`config.mk`:
```
export PLATFORM = sky130hd
export DESIGN_NAME = prot_map_loader
export DESIGN_NICKNAME = d
export VERILOG_FILES = /design/src/rtl/pml_pkg.sv /design/src/rtl/pml_step_script.sv /design/src/rtl/pml_addr_map.sv /design/src/rtl/prot_map_loader.sv
export SDC_FILE = /design/constraint.sdc
export NUM_CORES = 1
export LEC_CHECK = 0
export BUFFER_PORTS_ARGS = -buffer_cell sky130_fd_sc_hd__clkbuf_2
export CAP_MARGIN = 25
export CORE_ASPECT_RATIO = 1.1
export CORE_MARGIN = 3
export CORE_UTILIZATION = 30
export CTS_CLUSTER_SIZE = 40
export DETAILED_ROUTE_END_ITERATION = 10
export MAX_ROUTING_LAYER = met4
export PLACE_DENSITY = 0.53
export SLEW_MARGIN = 0
export SYNTH_ARGS = -nofsm -noshare
export SYNTH_HDL_FRONTEND = slang
export SYNTH_SLANG_ARGS = --single-unit
```
`constraint.sdc`:
```
create_clock -name clk -period 2.15 [get_ports clk]
set_input_delay 0.43 -clock clk [delete_from_list [all_inputs] [get_ports clk]]
set_output_delay 0.43 -clock clk [all_outputs]
set_load 0.1 [all_outputs]
```
`src/rtl/pml_pkg.sv`:
```
package pml_pkg;

    localparam int NIB_W         = 4;
    localparam int MASK_W        = 16;
    localparam int UNLOCK_STEPS  = 20;
    localparam int PAYLOAD_STEPS = MASK_W / NIB_W;
    localparam int TOTAL_STEPS   = UNLOCK_STEPS + PAYLOAD_STEPS;
    localparam int STEP_W        = $clog2(TOTAL_STEPS);

    typedef enum logic [1:0] {
        PH_IDLE  = 2'd0,
        PH_SETUP = 2'd1,
        PH_LOW   = 2'd2,
        PH_RECOV = 2'd3
    } phase_e;

    // Unlock nibble for one step; bit 0 lands on the lowest field address bit.
    function automatic logic [NIB_W-1:0] unlock_nibble(input logic [STEP_W-1:0] idx);
        logic [NIB_W-1:0] v;
        case (idx)
            5'd0:    v = 4'hF;
            5'd1:    v = 4'hE;
            5'd2:    v = 4'h7;
            5'd3:    v = 4'h7;
            5'd4:    v = 4'h3;
            5'd5:    v = 4'h9;
            5'd6:    v = 4'hC;
            5'd7:    v = 4'hE;
            5'd8:    v = 4'h7;
            5'd9:    v = 4'h3;
            5'd10:   v = 4'h9;
            5'd11:   v = 4'h4;
            5'd12:   v = 4'h2;
            5'd13:   v = 4'h4;
            5'd14:   v = 4'hA;
            5'd15:   v = 4'h6;
            5'd16:   v = 4'h9;
            5'd17:   v = 4'h1;
            5'd18:   v = 4'h0;
            5'd19:   v = 4'h5;
            default: v = 4'h0;
        endcase
        return v;
    endfunction

    function automatic int ceil_div(input int num, input int den);
        return (num + den - 1) / den;
    endfunction

    function automatic int at_least_one(input int v);
        return (v < 1) ? 1 : v;
    endfunction

endpackage

```
`src/rtl/pml_step_script.sv`:
```
module pml_step_script
    import pml_pkg::*;
(
    input  logic [STEP_W-1:0] step_i,
    input  logic [MASK_W-1:0] mask_i,
    output logic [NIB_W-1:0]  nib_o
);

    localparam int PIDX_W = $clog2(PAYLOAD_STEPS);

    logic [NIB_W-1:0]  payload [PAYLOAD_STEPS];
    logic [PIDX_W-1:0] pidx;

    // Slice the mask into one nibble per payload read, lowest bits first.
    for (genvar g = 0; g < PAYLOAD_STEPS; g++) begin : g_slice
        assign payload[g] = mask_i[g*NIB_W +: NIB_W];
    end

    assign pidx = PIDX_W'(step_i - STEP_W'(UNLOCK_STEPS));

    always_comb begin
        if (step_i < STEP_W'(UNLOCK_STEPS)) begin
            nib_o = unlock_nibble(step_i);
        end else begin
            nib_o = payload[pidx];
        end
    end

endmodule

```
`src/rtl/pml_addr_map.sv`:
```
module pml_addr_map
    import pml_pkg::*;
#(
    parameter int ADDR_W    = 19,
    parameter int FIELD_LSB = 15
) (
    input  logic [NIB_W-1:0]  nib_i,
    input  logic              en_i,
    output logic [ADDR_W-1:0] addr_o
);

    // Place the nibble on the field bits; every other bit stays zero.
    for (genvar b = 0; b < ADDR_W; b++) begin : g_bit
        if (b >= FIELD_LSB && b < FIELD_LSB + NIB_W) begin : g_field
            assign addr_o[b] = en_i & nib_i[b-FIELD_LSB];
        end else begin : g_zero
            assign addr_o[b] = 1'b0;
        end
    end

endmodule

```
`src/rtl/prot_map_loader.sv`:
```
module prot_map_loader
    import pml_pkg::*;
#(
    parameter int ADDR_W        = 19,
    parameter int FIELD_LSB     = 15,
    parameter int CLK_PERIOD_NS = 10,
    parameter int T_SETUP_NS    = 0,
    parameter int T_HOLD_NS     = 50,
    parameter int T_CE_LOW_NS   = 75,
    parameter int T_RECOV_NS    = 10
) (
    input  logic              clk,
    input  logic              rst_n,
    input  logic              start_i,
    input  logic              abort_i,
    input  logic [MASK_W-1:0] mask_i,
    output logic [ADDR_W-1:0] mem_addr_o,
    output logic              mem_addr_en_o,
    output logic              mem_ce_n_o,
    output logic              mem_oe_n_o,
    output logic              mem_we_n_o,
    output logic              busy_o,
    output logic              done_o
);

    localparam int SETUP_CYC = at_least_one(ceil_div(T_SETUP_NS, CLK_PERIOD_NS));
    localparam int WIDE_CYC  = at_least_one(ceil_div(T_CE_LOW_NS, CLK_PERIOD_NS));
    localparam int HOLD_CYC  = at_least_one(ceil_div(T_HOLD_NS, CLK_PERIOD_NS));
    localparam int LOW_CYC   = (WIDE_CYC > HOLD_CYC) ? WIDE_CYC : HOLD_CYC;
    localparam int RECOV_CYC = at_least_one(ceil_div(T_RECOV_NS, CLK_PERIOD_NS));
    localparam int MAX_A     = (SETUP_CYC > LOW_CYC) ? SETUP_CYC : LOW_CYC;
    localparam int MAX_CYC   = (MAX_A > RECOV_CYC) ? MAX_A : RECOV_CYC;
    localparam int CNT_W     = $clog2(MAX_CYC + 1);

    localparam logic [CNT_W-1:0]  SETUP_END = CNT_W'(SETUP_CYC - 1);
    localparam logic [CNT_W-1:0]  LOW_END   = CNT_W'(LOW_CYC - 1);
    localparam logic [CNT_W-1:0]  RECOV_END = CNT_W'(RECOV_CYC - 1);
    localparam logic [STEP_W-1:0] LAST_STEP = STEP_W'(TOTAL_STEPS - 1);

    typedef struct packed {
        phase_e            phase;
        logic [STEP_W-1:0] step;
        logic [CNT_W-1:0]  cnt;
        logic [MASK_W-1:0] mask;
        logic [NIB_W-1:0]  nib;
        logic              drive;
        logic              ce_n;
        logic              oe_n;
        logic              done;
    } seq_t;

    seq_t seq_d, seq_q;

    logic [STEP_W-1:0] step_sel;
    logic [MASK_W-1:0] mask_sel;
    logic [NIB_W-1:0]  nib_next;

    // Step and mask whose nibble is needed for the next setup phase.
    always_comb begin
        if (seq_q.phase == PH_IDLE) begin
            step_sel = '0;
            mask_sel = mask_i;
        end else begin
            step_sel = seq_q.step + STEP_W'(1);
            mask_sel = seq_q.mask;
        end
    end

    pml_step_script u_script (
        .step_i (step_sel),
        .mask_i (mask_sel),
        .nib_o  (nib_next)
    );

    always_comb begin
        seq_d      = seq_q;
        seq_d.done = 1'b0;
        if (abort_i) begin
            seq_d.phase = PH_IDLE;
            seq_d.step  = '0;
            seq_d.cnt   = '0;
            seq_d.nib   = '0;
            seq_d.drive = 1'b0;
            seq_d.ce_n  = 1'b1;
            seq_d.oe_n  = 1'b1;
        end else begin
            case (seq_q.phase)
                PH_IDLE: begin
                    if (start_i) begin
                        seq_d.phase = PH_SETUP;
                        seq_d.step  = '0;
                        seq_d.cnt   = '0;
                        seq_d.mask  = mask_i;
                        seq_d.nib   = nib_next;
                        seq_d.drive = 1'b1;
                        seq_d.ce_n  = 1'b1;
                        seq_d.oe_n  = 1'b0;
                    end
                end
                PH_SETUP: begin
                    if (seq_q.cnt == SETUP_END) begin
                        seq_d.phase = PH_LOW;
                        seq_d.cnt   = '0;
                        seq_d.ce_n  = 1'b0;
                    end else begin
                        seq_d.cnt = seq_q.cnt + CNT_W'(1);
                    end
                end
                PH_LOW: begin
                    if (seq_q.cnt == LOW_END) begin
                        seq_d.phase = PH_RECOV;
                        seq_d.cnt   = '0;
                        seq_d.ce_n  = 1'b1;
                    end else begin
                        seq_d.cnt = seq_q.cnt + CNT_W'(1);
                    end
                end
                PH_RECOV: begin
                    if (seq_q.cnt != RECOV_END) begin
                        seq_d.cnt = seq_q.cnt + CNT_W'(1);
                    end else if (seq_q.step == LAST_STEP) begin
                        seq_d.phase = PH_IDLE;
                        seq_d.step  = '0;
                        seq_d.cnt   = '0;
                        seq_d.nib   = '0;
                        seq_d.drive = 1'b0;
                        seq_d.oe_n  = 1'b1;
                        seq_d.done  = 1'b1;
                    end else begin
                        seq_d.phase = PH_SETUP;
                        seq_d.step  = step_sel;
                        seq_d.cnt   = '0;
                        seq_d.nib   = nib_next;
                    end
                end
                default: seq_d.phase = PH_IDLE;
            endcase
        end
    end

    always_ff @(posedge clk or negedge rst_n) begin
        if (!rst_n) begin
            seq_q       <= '0;
            seq_q.phase <= PH_IDLE;
            seq_q.ce_n  <= 1'b1;
            seq_q.oe_n  <= 1'b1;
        end else begin
            seq_q <= seq_d;
        end
    end

    pml_addr_map #(
        .ADDR_W    (ADDR_W),
        .FIELD_LSB (FIELD_LSB)
    ) u_addr (
        .nib_i  (seq_q.nib),
        .en_i   (seq_q.drive),
        .addr_o (mem_addr_o)
    );

    assign mem_addr_en_o = seq_q.drive;
    assign mem_ce_n_o    = seq_q.ce_n;
    assign mem_oe_n_o    = seq_q.oe_n;
    assign mem_we_n_o    = 1'b1;
    assign busy_o        = (seq_q.phase != PH_IDLE);
    assign done_o        = seq_q.done;

endmodule

```
==> results of run 1 <==
final cells by class:
cell class              count  area (um2)
clock buffers               5        68.8
flip-flops and latches     35         878
inverters                  12        48.8
well taps                 105         131
clock inverters             3        23.8
repair buffers             48         305
fillers                   795        4770
multi-input cells         183        1330
kinds of logic (layout without fill, tap and decap cells):
| kind of cell | after synthesis | count (layout) | share of synthesized area, % |
|---|---|---|---|
| fa+ha+maj | 7 | 7 | 3.70 |
| compound gates | 52 | 52 | 14.9 |
| flops | 35 | 35 | 37.1 |
| other cells | 2 | 16 | 0.317 |
| simple gates | 75 | 75 | 17.3 |
| mux | 28 | 28 | 14.7 |
| xor+xnor | 5 | 5 | 1.85 |
| buf+inv | 43 | 68 | 10.2 |
path summary, 6_finish.rpt:
check	startpoint	endpoint	slack (ns)	cells past startpoint
hold reg to reg	seq_q[7]$_DFFE_PN0P_	seq_q[7]$_DFFE_PN0P_	0.48	2
min in group clk	mask_i[3]	seq_q[11]$_DFFE_PN0P_	0.36	2
setup reg to reg	seq_q[28]$_DFFE_PN0P_	seq_q[4]$_DFFE_PN0P_	0.24	6
setup / recovery	seq_q[33]$_DFFE_PN0P_	busy_o	0.15	6
max in group asynchronous	rst_n	mem_oe_n_o$_DFFE_PN1P_	1.65	2
hold / removal	rst_n	seq_q[27]$_DFFE_PN0N_	0.16	2
synthesized netlist by cell type (3+ instances only):
master     n  area, um2
buf_4     19        143
nor3_1     5       25.0
mux2i_1    5       50.1
nor2_1    17       63.8
a22o_1     5       43.8
nand2b_1   3       18.8
mux4_2     3       67.6
o31ai_1    3       22.5
inv_1     12       45.0
buf_2      7       35.0
o21ai_0    8       40.0
clkbuf_1   4       15.0
nand3_1    5       25.0
dfrtp_1   33        826
mux2_2    18        203
a21oi_1   12       60.1
o21ai_1    3       15.0
a31oi_1    4       25.0
nor2b_1    6       37.5
xnor2_1    3       26.3
nand2_1   15       56.3
ha_1       7       87.6
nor4_1     5       31.3
and2_1     6       37.5
layer usage:
metal	up-vias	wire length (um)
met5	-	0
met4	0	61
met3	5	278
met2	55	2340
met1	902	2510
li1	933	-
power by group:
| group | internal [mW] | switching, mW | total, mW |
|---|---|---|---|
| clock | 0.232 | 0.282 | 0.514 |
| combinational | 0.528 | 0.874 | 1.40 |
| sequential | 0.883 | 0.119 | 1.00 |
per-stage QoR:
step / setup TNS (ns) / setup slack [ns] / hold slack, ns / util [%]
2_1_floorplan: -0.0795 / -0.0795 / 0.134 / -
3_3_place_gp: 0 / 0.120 / 0.463 / 35.4
3_5_place_dp: 0 / 0.0723 / 0.467 / 35.4
4_1_cts: 0 / 0.0642 / 0.181 / 36.7
5_1_grt: 0 / 0.0552 / 0.206 / 36.8
6_report: 0 / 0.147 / 0.160 / 36.8
registers in the layout, summed over array words and instances (netlist names):
| signal | cells |
|---|---|
| mem_addr_en_o | 1 |
| mem_oe_n_o | 1 |
| seq_q | 31 |
| mem_ce_n_o | 1 |
| done_o | 1 |
worst reg2reg max path, delay by kind of cell, from the launching register on:
family | cells | cell delay (ns)
AND/OR/NAND/NOR | 2 | 0.64
multiplexers | 1 | 0.34
AO/OA/AOI/OAI | 2 | 0.21
flip-flops | 1 | 0.36
buffers and inverters | 1 | 0.25
timing repair:
action	4_1_cts	5_1_grt
gates resized for setup	1	2
hold buffers	0	0
setup endpoints to repair	1	2
==> summary.log, run 1 <==
INFO  power          peakVddDrop=0.391mV
INFO  clock_tree     clock_tree.root_cell=clkbuf_8
INFO  floorplan      dieHeight=99.2um
INFO  clock_tree     cts.path.max_buffers=2
INFO  grt            grt.busiest_layer=met2
INFO  drt            routed_wire_length=5.19mm
INFO  finish         area_delta_synth_final=17.5%
INFO  synth          synthesis.area_per_instance=9.59um2
INFO  sta            min_period_over_period=93.2%
INFO  grt            grt_overflow_total=0
INFO  grt            grt_first_pass_wirelength=9.07mm
INFO  worst_setup_path critPathRequiredTime=1.72ns
INFO  floorplan      die-width=90.7um
INFO  drt            drtPass1Iterations=4
INFO  grt            grt.met1_usage=17.8%
INFO  worst_setup_path worst_path_most_repeated_cell=buf_4
INFO  finish         mostFrequentLayoutCell=dfrtp_1
INFO  grt            grt_start_max_net_pins=36
INFO  synth          synth_async_sr_flop_share=100%
INFO  place          globalplace.congestion=0.880
INFO  floorplan      floorplan.rows=33
INFO  floorplan      ioPinCount=45
INFO  sta            period_needed=2.00ns
INFO  finish         layoutNonFillerInstCount=391
INFO  place          placed_cells=383
INFO  drt            routedWlPerCell=13.3um
INFO  place          hpwl=3.92mm
INFO  synth          mappedNetlistArea=2370um2
INFO  worst_setup_path cp.buffers_inverters=5
INFO  sta            timing_max_transition_violations_final=0
INFO  place          place.port_buffers=28
INFO  min_path       min_path_type=in -> async
INFO  worst_setup_path startpoint_types=register
INFO  worst_setup_path critical_path_arrival=1.57ns
INFO  clock_tree     clock_tree.htree_level_count=2
INFO  worst_setup_path critical_path.max_stage_delay=0.42ns
INFO  power          power.static_leakage=1.23nW
INFO  drt            drcViolationCount=0
INFO  drt            drt-initial-drc-count=180
INFO  drt            route.antenna.remaining_nets=0
INFO  finish         layout_common_cells=dfrtp_1, clkbuf_2, buf_4
INFO  sta            relSlewSlack=63.4%
INFO  worst_setup_path timing.critical_path.cells=inv_1, ha_4, buf_4, clkinvlp_4, buf_4, buf_12
INFO  grt            number_of_global_route_vias_before_repair=1851
INFO  drt            avgViaCountPerCell=4.85
INFO  power          pwr_density_cell=1050nW/um2
INFO  worst_setup_path setup.worst_path.end_class=output port
INFO  floorplan      placeableCoreArea=7560um2
INFO  run_status     status=completed
INFO  worst_setup_path worst_path_dominant_cell_family=buffers and inverters
INFO  clock_tree     clock_latency=0.30ns
INFO  synth          synth_seq_area_share=37.1%
INFO  worst_setup_path critPathKind=reg -> out
INFO  clock_tree     cts_setup_buffers=0
INFO  power          report.power.total=2.92mW
INFO  clock_tree     cts_buffers=5
INFO  synth          synthFlopType=dfrtp_1
INFO  finish         antenna_cells=0
INFO  floorplan      die-area=9000um2
INFO  sta            setup_viol=0
INFO  synth          yosysUniqueCellTypes=56
INFO  grt            antenna_violations_before_repair=0
INFO  sta            top_achievable_clock_speed=499MHz
INFO  worst_setup_path critical_path.max_fanout=11
INFO  sta            final_setup_skew=0.0165ns
INFO  finish         final_layout_size_suffix_gt1_share=32.5%
INFO  sta            number_of_hold_violations_in_the_final_report=0
INFO  floorplan      start_util=31.4%
INFO  clock_tree     cts_sinks=35
INFO  sta            timing_worst_slew_pin_value=0.551ns
INFO  synth          number_of_enable_type_register_cells_in_the_synthesized_netlist=0
INFO  worst_setup_path critical_path.slowest_cell=dfrtp_1
INFO  finish         final_non_filler_cell_area=2780um2
INFO  synth          synth_cells=247
INFO  grt            groute.layer.met3.usage=2.42%
INFO  grt            grt_use_total=12.6%
INFO  drt            via_count=1895
INFO  place          dpl-instance-area=2680um2
INFO  clock_tree     clkTransAtPathRegs=0.09ns
INFO  synth          yosysWarningCount=0
INFO  synth          synth.ff_latch_count=35
INFO  sta            grt_setup_unrepaired=no
INFO  clock_tree     clock_tree_from_tritoncts=done
INFO  finish         fin_nets=312
INFO  grt            met2_usage=18.2%
INFO  run            cap_violations=0
Power figures use the tool's default switching activity.
==> inputs of run 2 (changes only) <==
--- a/config.mk
+++ b/config.mk
@@ -9,11 +9,11 @@
 export CAP_MARGIN = 25
 export CORE_ASPECT_RATIO = 1.1
 export CORE_MARGIN = 3
-export CORE_UTILIZATION = 30
-export CTS_CLUSTER_SIZE = 40
+export CORE_UTILIZATION = 56
+export CTS_CLUSTER_SIZE = 25
 export DETAILED_ROUTE_END_ITERATION = 10
 export MAX_ROUTING_LAYER = met4
-export PLACE_DENSITY = 0.53
+export PLACE_DENSITY = 0.86
 export SLEW_MARGIN = 0
 export SYNTH_ARGS = -nofsm -noshare
 export SYNTH_HDL_FRONTEND = slang
==> run 2 against run 1 <==
  * Worst hold slack improved by 0.062 ns
  * Utilization rose by 30 points
  * Final area fell by 2.7%
  * Critical path type unchanged
  * Largest cell class unchanged
==> summary.log, run 2 (synthesized netlist as in run 1, its figures left out) <==
INFO  floorplan      die-width=68.0um
INFO  sta            worst_slack=0.0863ns
INFO  grt            grt.busiest_layer=met2
INFO  clock_tree     cts_buffers=5
INFO  clock_tree     cts_sinks=35
INFO  finish         final_layout_size_suffix_gt1_share=31.9%
INFO  finish         largest_register_ffs=31
INFO  drt            routed_wire_length=5.46mm
INFO  grt            groute.layer.met3.usage=3.32%
INFO  power          power.static_leakage=1.22nW
INFO  clock_tree     clock_tree_from_tritoncts=done
INFO  floorplan      start_util=58.9%
INFO  drt            drtPass1Iterations=4
INFO  sta            timing_max_transition_violations_final=0
INFO  floorplan      dieHeight=74.2um
INFO  min_path       min_path_type=in -> async
INFO  power          report.power.total=2.92mW
INFO  worst_setup_path setup.worst_path.end_class=output port
INFO  clock_tree     cts_setup_buffers=0
INFO  grt            grt_first_pass_wirelength=9.02mm
INFO  drt            routedWlPerCell=16.3um
INFO  run            cap_violations=0
INFO  drt            drcViolationCount=0
INFO  worst_setup_path critPathKind=reg -> out
INFO  sta            setup_viol=0
INFO  finish         mostFrequentLayoutCell=dfrtp_1
INFO  drt            via_count=1966
INFO  clock_tree     clock_tree.htree_level_count=2
INFO  clock_tree     clock_latency=0.29ns
INFO  finish         fin_nets=308
INFO  sta            period_needed=2.06ns
INFO  drt            route.antenna.remaining_nets=0
INFO  sta            grt_setup_unrepaired=no
INFO  sta            min_period_over_period=96.0%
INFO  run_status     status=completed
INFO  finish         area_delta_synth_final=14.3%
INFO  clock_tree     clock_tree.root_cell=clkbuf_8
INFO  grt            grt_overflow_total=0
INFO  worst_setup_path critical_path.max_fanout=14
INFO  grt            number_of_global_route_vias_before_repair=1921
INFO  worst_setup_path startpoint_types=register
INFO  grt            met2_usage=37.6%
INFO  sta            number_of_hold_violations_in_the_final_report=0
INFO  finish         antenna_cells=0
INFO  worst_setup_path critical_path_arrival=1.63ns
INFO  floorplan      placeableCoreArea=4020um2
INFO  sta            top_achievable_clock_speed=485MHz
INFO  grt            antenna_violations_before_repair=0
INFO  worst_setup_path critPathRequiredTime=1.72ns
INFO  floorplan      floorplan.rows=24
INFO  floorplan      die-area=5050um2
INFO  power          peakVddDrop=0.684mV
INFO  floorplan      ioPinCount=45
INFO  grt            grt_start_max_net_pins=36
INFO  finish         top_register=seq_q
INFO  drt            drt-initial-drc-count=124
INFO  sta            final_setup_skew=0.00723ns
INFO  clock_tree     clkTransAtPathRegs=0.08ns
INFO  sta            relSlewSlack=43.1%
INFO  drt            avgViaCountPerCell=5.89
INFO  grt            grt.met1_usage=32.3%
INFO  place          hpwl=4.02mm
INFO  finish         layout_common_cells=dfrtp_1, clkbuf_2, mux2_2
INFO  place          place.port_buffers=28
INFO  clock_tree     cts.path.max_buffers=2
INFO  grt            grt_use_total=24.6%
INFO  place          globalplace.congestion=0.887
INFO  place          post-place-ws=0.0340ns
INFO  sta            timing_worst_slew_pin_value=0.853ns
INFO  sta            hold_ws=0.222ns
INFO  clock_tree     hold_buffers=0
INFO  finish         fillerInstances=323
INFO  power          pwr_density_cell=1080nW/um2
run 2: cell types whose count changed in the layout (fill, tap and decap cells not counted):
cell,change
o41ai_2,+1
o41ai_1,-1
buf_4,-5
buf_12,+1
run 2: through the flow:
stage / instances / setup TNS (ns) / cell area, um2 / util [%]
2_1_floorplan: 261 / -0.0795 / 2440 / -
3_3_place_gp: 326 / 0 / 2590 / 64.5
3_5_place_dp: 326 / 0 / 2590 / 64.5
4_1_cts: 334 / 0 / 2690 / 66.8
5_1_grt: 334 / 0 / 2710 / 67.3
6_report: 334 / 0 / 2710 / 67.3
run 2: area by class of cell:
class                   instances  area, um2  area share, %
multi-input cells             183       1340           49.3
flip-flops and latches         35        878           32.4
repair buffers                 44        288           10.6
clock buffers                   5       68.8           2.54
well taps                      52       65.1           2.40
inverters                      12       48.8           1.80
clock inverters                 3       23.8          0.878
run 2: worst max-delay path, cell delays in order (launching register included):
cell,delay [ns]
dfrtp_1,0.41
inv_1,0.15
ha_4,0.21
buf_12,0.15
clkinvlp_4,0.09
buf_4,0.16
buf_12,0.16
run 2: final timing paths:
check / endpoint / cells after the start / slack, ns / start
max in group asynchronous: seq_q[22]$_DFFE_PN0P_ / 1 / 1.38 / rst_n
min in group clk: seq_q[14]$_DFFE_PN0P_ / 2 / 0.36 / mask_i[6]
max reg2reg: seq_q[6]$_DFFE_PN0P_ / 6 / 0.12 / seq_q[28]$_DFFE_PN0P_
min reg2reg: seq_q[4]$_DFFE_PN0P_ / 2 / 0.50 / seq_q[4]$_DFFE_PN0P_
min: seq_q[25]$_DFFE_PN0N_ / 1 / 0.22 / rst_n
max: busy_o / 6 / 0.09 / seq_q[34]$_DFFE_PN0P_
run 2: power breakdown:
part / total [mW] / leakage, nW / switching, mW / internal (mW)
Combinational: 1.41 / 0.735 / 0.880 / 0.527
Sequential: 1.01 / 0.441 / 0.128 / 0.884
Clock: 0.505 / 0.0408 / 0.273 / 0.232
Total: 2.92 / 1.22 / 1.28 / 1.64
run 2: per-layer routing:
metal	vias up	part of all wire, %
met5	-	0
met4	0	1.5
met3	9	5.7
met2	80	50
met1	954	43
li1	923	-
run 2: repair_timing:
action / CTS / global route
resized for setup: 1 / 3
gates cloned: 0 / 0
setup endpoints to repair: 2 / 2
hold endpoints to repair: 0 / 0
==> inputs of run 3 (changes only) <==
--- a/config.mk
+++ b/config.mk
@@ -9,11 +9,11 @@
 export CAP_MARGIN = 25
 export CORE_ASPECT_RATIO = 1.1
 export CORE_MARGIN = 3
-export CORE_UTILIZATION = 56
+export CORE_UTILIZATION = 25
 export CTS_CLUSTER_SIZE = 25
 export DETAILED_ROUTE_END_ITERATION = 10
 export MAX_ROUTING_LAYER = met4
-export PLACE_DENSITY = 0.86
+export PLACE_DENSITY = 0.47
 export SLEW_MARGIN = 0
 export SYNTH_ARGS = -nofsm -noshare
 export SYNTH_HDL_FRONTEND = slang
==> run 3 against run 2 <==
  * Total power increased by 1.8%
  * Highest routed layer unchanged
  * Die area increased by 110%
  * Non-clock buffer count increased by 2
  * Worst setup slack improved by 0.024 ns
  * First-iteration DRC count decreased by 31%
  * Final cell count increased by 19%
  * Maximum frequency increased by 1.2%
  * Register-to-register slack improved by 0.02 ns
  * Worst hold slack got worse by 0.042 ns
  * Combinational power decreased by 4%
  * Critical path type unchanged
==> summary.log, run 3 (synthesized netlist as in run 1, its figures left out) <==
INFO  worst_setup_path worst_r2r_path_depth=8
INFO  power          pwr_density_cell=1070nW/um2
INFO  floorplan      die-width=98.8um
INFO  place          place.port_buffers=28
INFO  drt            route.antenna.remaining_nets=0
INFO  finish         top_register=seq_q
INFO  finish         layout_common_cells=dfrtp_1, clkbuf_2, mux2_2
INFO  place          post-place-ws=0.153ns
INFO  clock_tree     cts.path.max_buffers=2
INFO  finish         area_delta_synth_final=17.8%
INFO  sta            number_of_hold_violations_in_the_final_report=0
INFO  drt            avgViaCountPerCell=4.71
INFO  sta            min_period_over_period=94.9%
INFO  finish         mostFrequentLayoutCell=dfrtp_1
INFO  finish         fillerInstances=970
INFO  worst_setup_path crit-reg2reg-launch=seq_q[33]$_DFFE_PN0P_
INFO  finish         fin_nets=310
INFO  power          report.power.total=2.98mW
INFO  sta            period_needed=2.04ns
INFO  drt            drt-initial-drc-count=86
INFO  worst_setup_path crit-reg2reg-capture=seq_q[6]$_DFFE_PN0P_
INFO  clock_tree     clkTransAtPathRegs=0.08ns
INFO  drt            routedWlPerCell=13.7um
INFO  finish         combined_area_of_the_multi_input_logic_cells=1320um2
INFO  power          peakVddDrop=0.422mV
INFO  finish         final_layout_size_suffix_gt1_share=32.0%
INFO  power          power.static_leakage=1.23nW
INFO  grt            grt_start_max_net_pins=36
INFO  run_status     status=completed
INFO  floorplan      ioPinCount=45
INFO  finish         largest_register_ffs=31
INFO  clock_tree     clock_tree_from_tritoncts=done
INFO  sta            timing_worst_slew_pin_value=0.548ns
INFO  clock_tree     cts_sinks=35
INFO  worst_setup_path critical_path.max_fanout=9
INFO  floorplan      start_util=26.2%
INFO  place          dpl-instance-area=2670um2
INFO  worst_setup_path rrSetupSlack=0.14ns
INFO  clock_tree     clock_latency=0.29ns
INFO  finish         antenna_cells=0
INFO  drt            drtPass1Iterations=4
INFO  clock_tree     cts_buffers=5
INFO  sta            relSlewSlack=63.6%
INFO  finish         ff_latch_area=878um2
INFO  finish         final_non_filler_cell_area=2790um2
INFO  floorplan      floorplan.rows=36
INFO  grt            grt_first_pass_wirelength=9.05mm
INFO  sta            grt_setup_unrepaired=no
INFO  drt            via_count=1876
INFO  grt            antenna_violations_before_repair=0
INFO  worst_setup_path critical_path_arrival=1.61ns
INFO  worst_setup_path critPathRequiredTime=1.72ns
INFO  grt            number_of_global_route_vias_before_repair=1844
INFO  sta            setup_viol=0
INFO  floorplan      die-area=10700um2
INFO  sta            setup_tns=0ns
INFO  min_path       min_path_type=in -> async
INFO  sta            top_achievable_clock_speed=490MHz
INFO  clock_tree     hold_buffers=0
INFO  floorplan      dieHeight=108um
INFO  drt            drcViolationCount=0
INFO  place          globalplace.congestion=0.861
INFO  floorplan      placeableCoreArea=9050um2
INFO  place          hpwl=4.08mm
INFO  sta            worst_slack=0.110ns
INFO  worst_setup_path setup.worst_path.end_class=output port
INFO  sta            hold_ws=0.180ns
INFO  drt            routed_wire_length=5.44mm
INFO  grt            grt_overflow_total=0
INFO  sta            final_setup_skew=0.00525ns
INFO  run            cap_violations=0
INFO  sta            timing_max_transition_violations_final=0
INFO  worst_setup_path critPathKind=reg -> out
INFO  clock_tree     clock_tree.htree_level_count=2
INFO  grt            grt_use_total=10.6%
INFO  worst_setup_path startpoint_types=register
INFO  clock_tree     clock_tree.root_cell=clkbuf_8
==> run 3: worst max path at each step <==
| stage | from | to | slack [ns] | cells after the start |
|---|---|---|---|---|
| 2_1_floorplan | seq_q[33]$_DFFE_PN0P_ | seq_q[33]$_DFFE_PN0P_ | -0.08 | 8 |
| 3_3_place_gp | seq_q[33]$_DFFE_PN0P_ | seq_q[6]$_DFFE_PN0P_ | 0.11 | 8 |
| 5_1_grt | seq_q[33]$_DFFE_PN0P_ | seq_q[6]$_DFFE_PN0P_ | 0.01 | 8 |
| 6_report | seq_q[34]$_DFFE_PN0P_ | busy_o | 0.11 | 6 |
| 3_5_place_dp | seq_q[33]$_DFFE_PN0P_ | seq_q[6]$_DFFE_PN0P_ | 0.15 | 8 |
| 4_1_cts | seq_q[34]$_DFFE_PN0P_ | busy_o | 0.04 | 6 |
==> run 3: through the flow <==
step	instances	util [%]
6_report	398	30.8
5_1_grt	398	30.8
4_1_cts	398	30.8
3_5_place_dp	390	29.5
3_3_place_gp	390	29.5
2_1_floorplan	261	-
==> run 3: where the power goes <==
part           internal [mW]  total, mW  leakage [nW]  switching, mW
clock                  0.345      0.610        0.0581          0.265
combinational          0.497       1.36         0.734          0.860
sequential             0.884       1.01         0.441          0.125
total                   1.73       2.98          1.23           1.25
==> run 3: cell type report <==
cell class | count | area share [%]
clock buffers | 5 | 2.46
clock inverters | 3 | 1.57
inverters | 12 | 1.75
multi-input cells | 183 | 47.1
flip-flops and latches | 35 | 31.5
well taps | 114 | 5.11
repair buffers | 46 | 10.5
==> run 3: what timing repair did <==
item | 4_1_cts | 5_1_grt
setup buffers | 0 | 0
gates resized for setup | 0 | 2
endpoints found under the setup margin | 0 | 2
==> run 3: worst max-delay path, stage by stage, from the launching register on <==
cell	delay, ns
dfrtp_1	0.41
inv_1	0.12
ha_2	0.23
buf_6	0.15
clkinvlp_4	0.09
buf_4	0.16
buf_12	0.16
==> run 3: layer usage <==
layer / track usage (%) / wire, um / vias up
met5: - / 0 / -
met4: 2.44 / 85 / 0
met3: 2.52 / 278 / 11
met2: 16.1 / 2420 / 54
met1: 14.5 / 2660 / 883
li1: - / - / 928
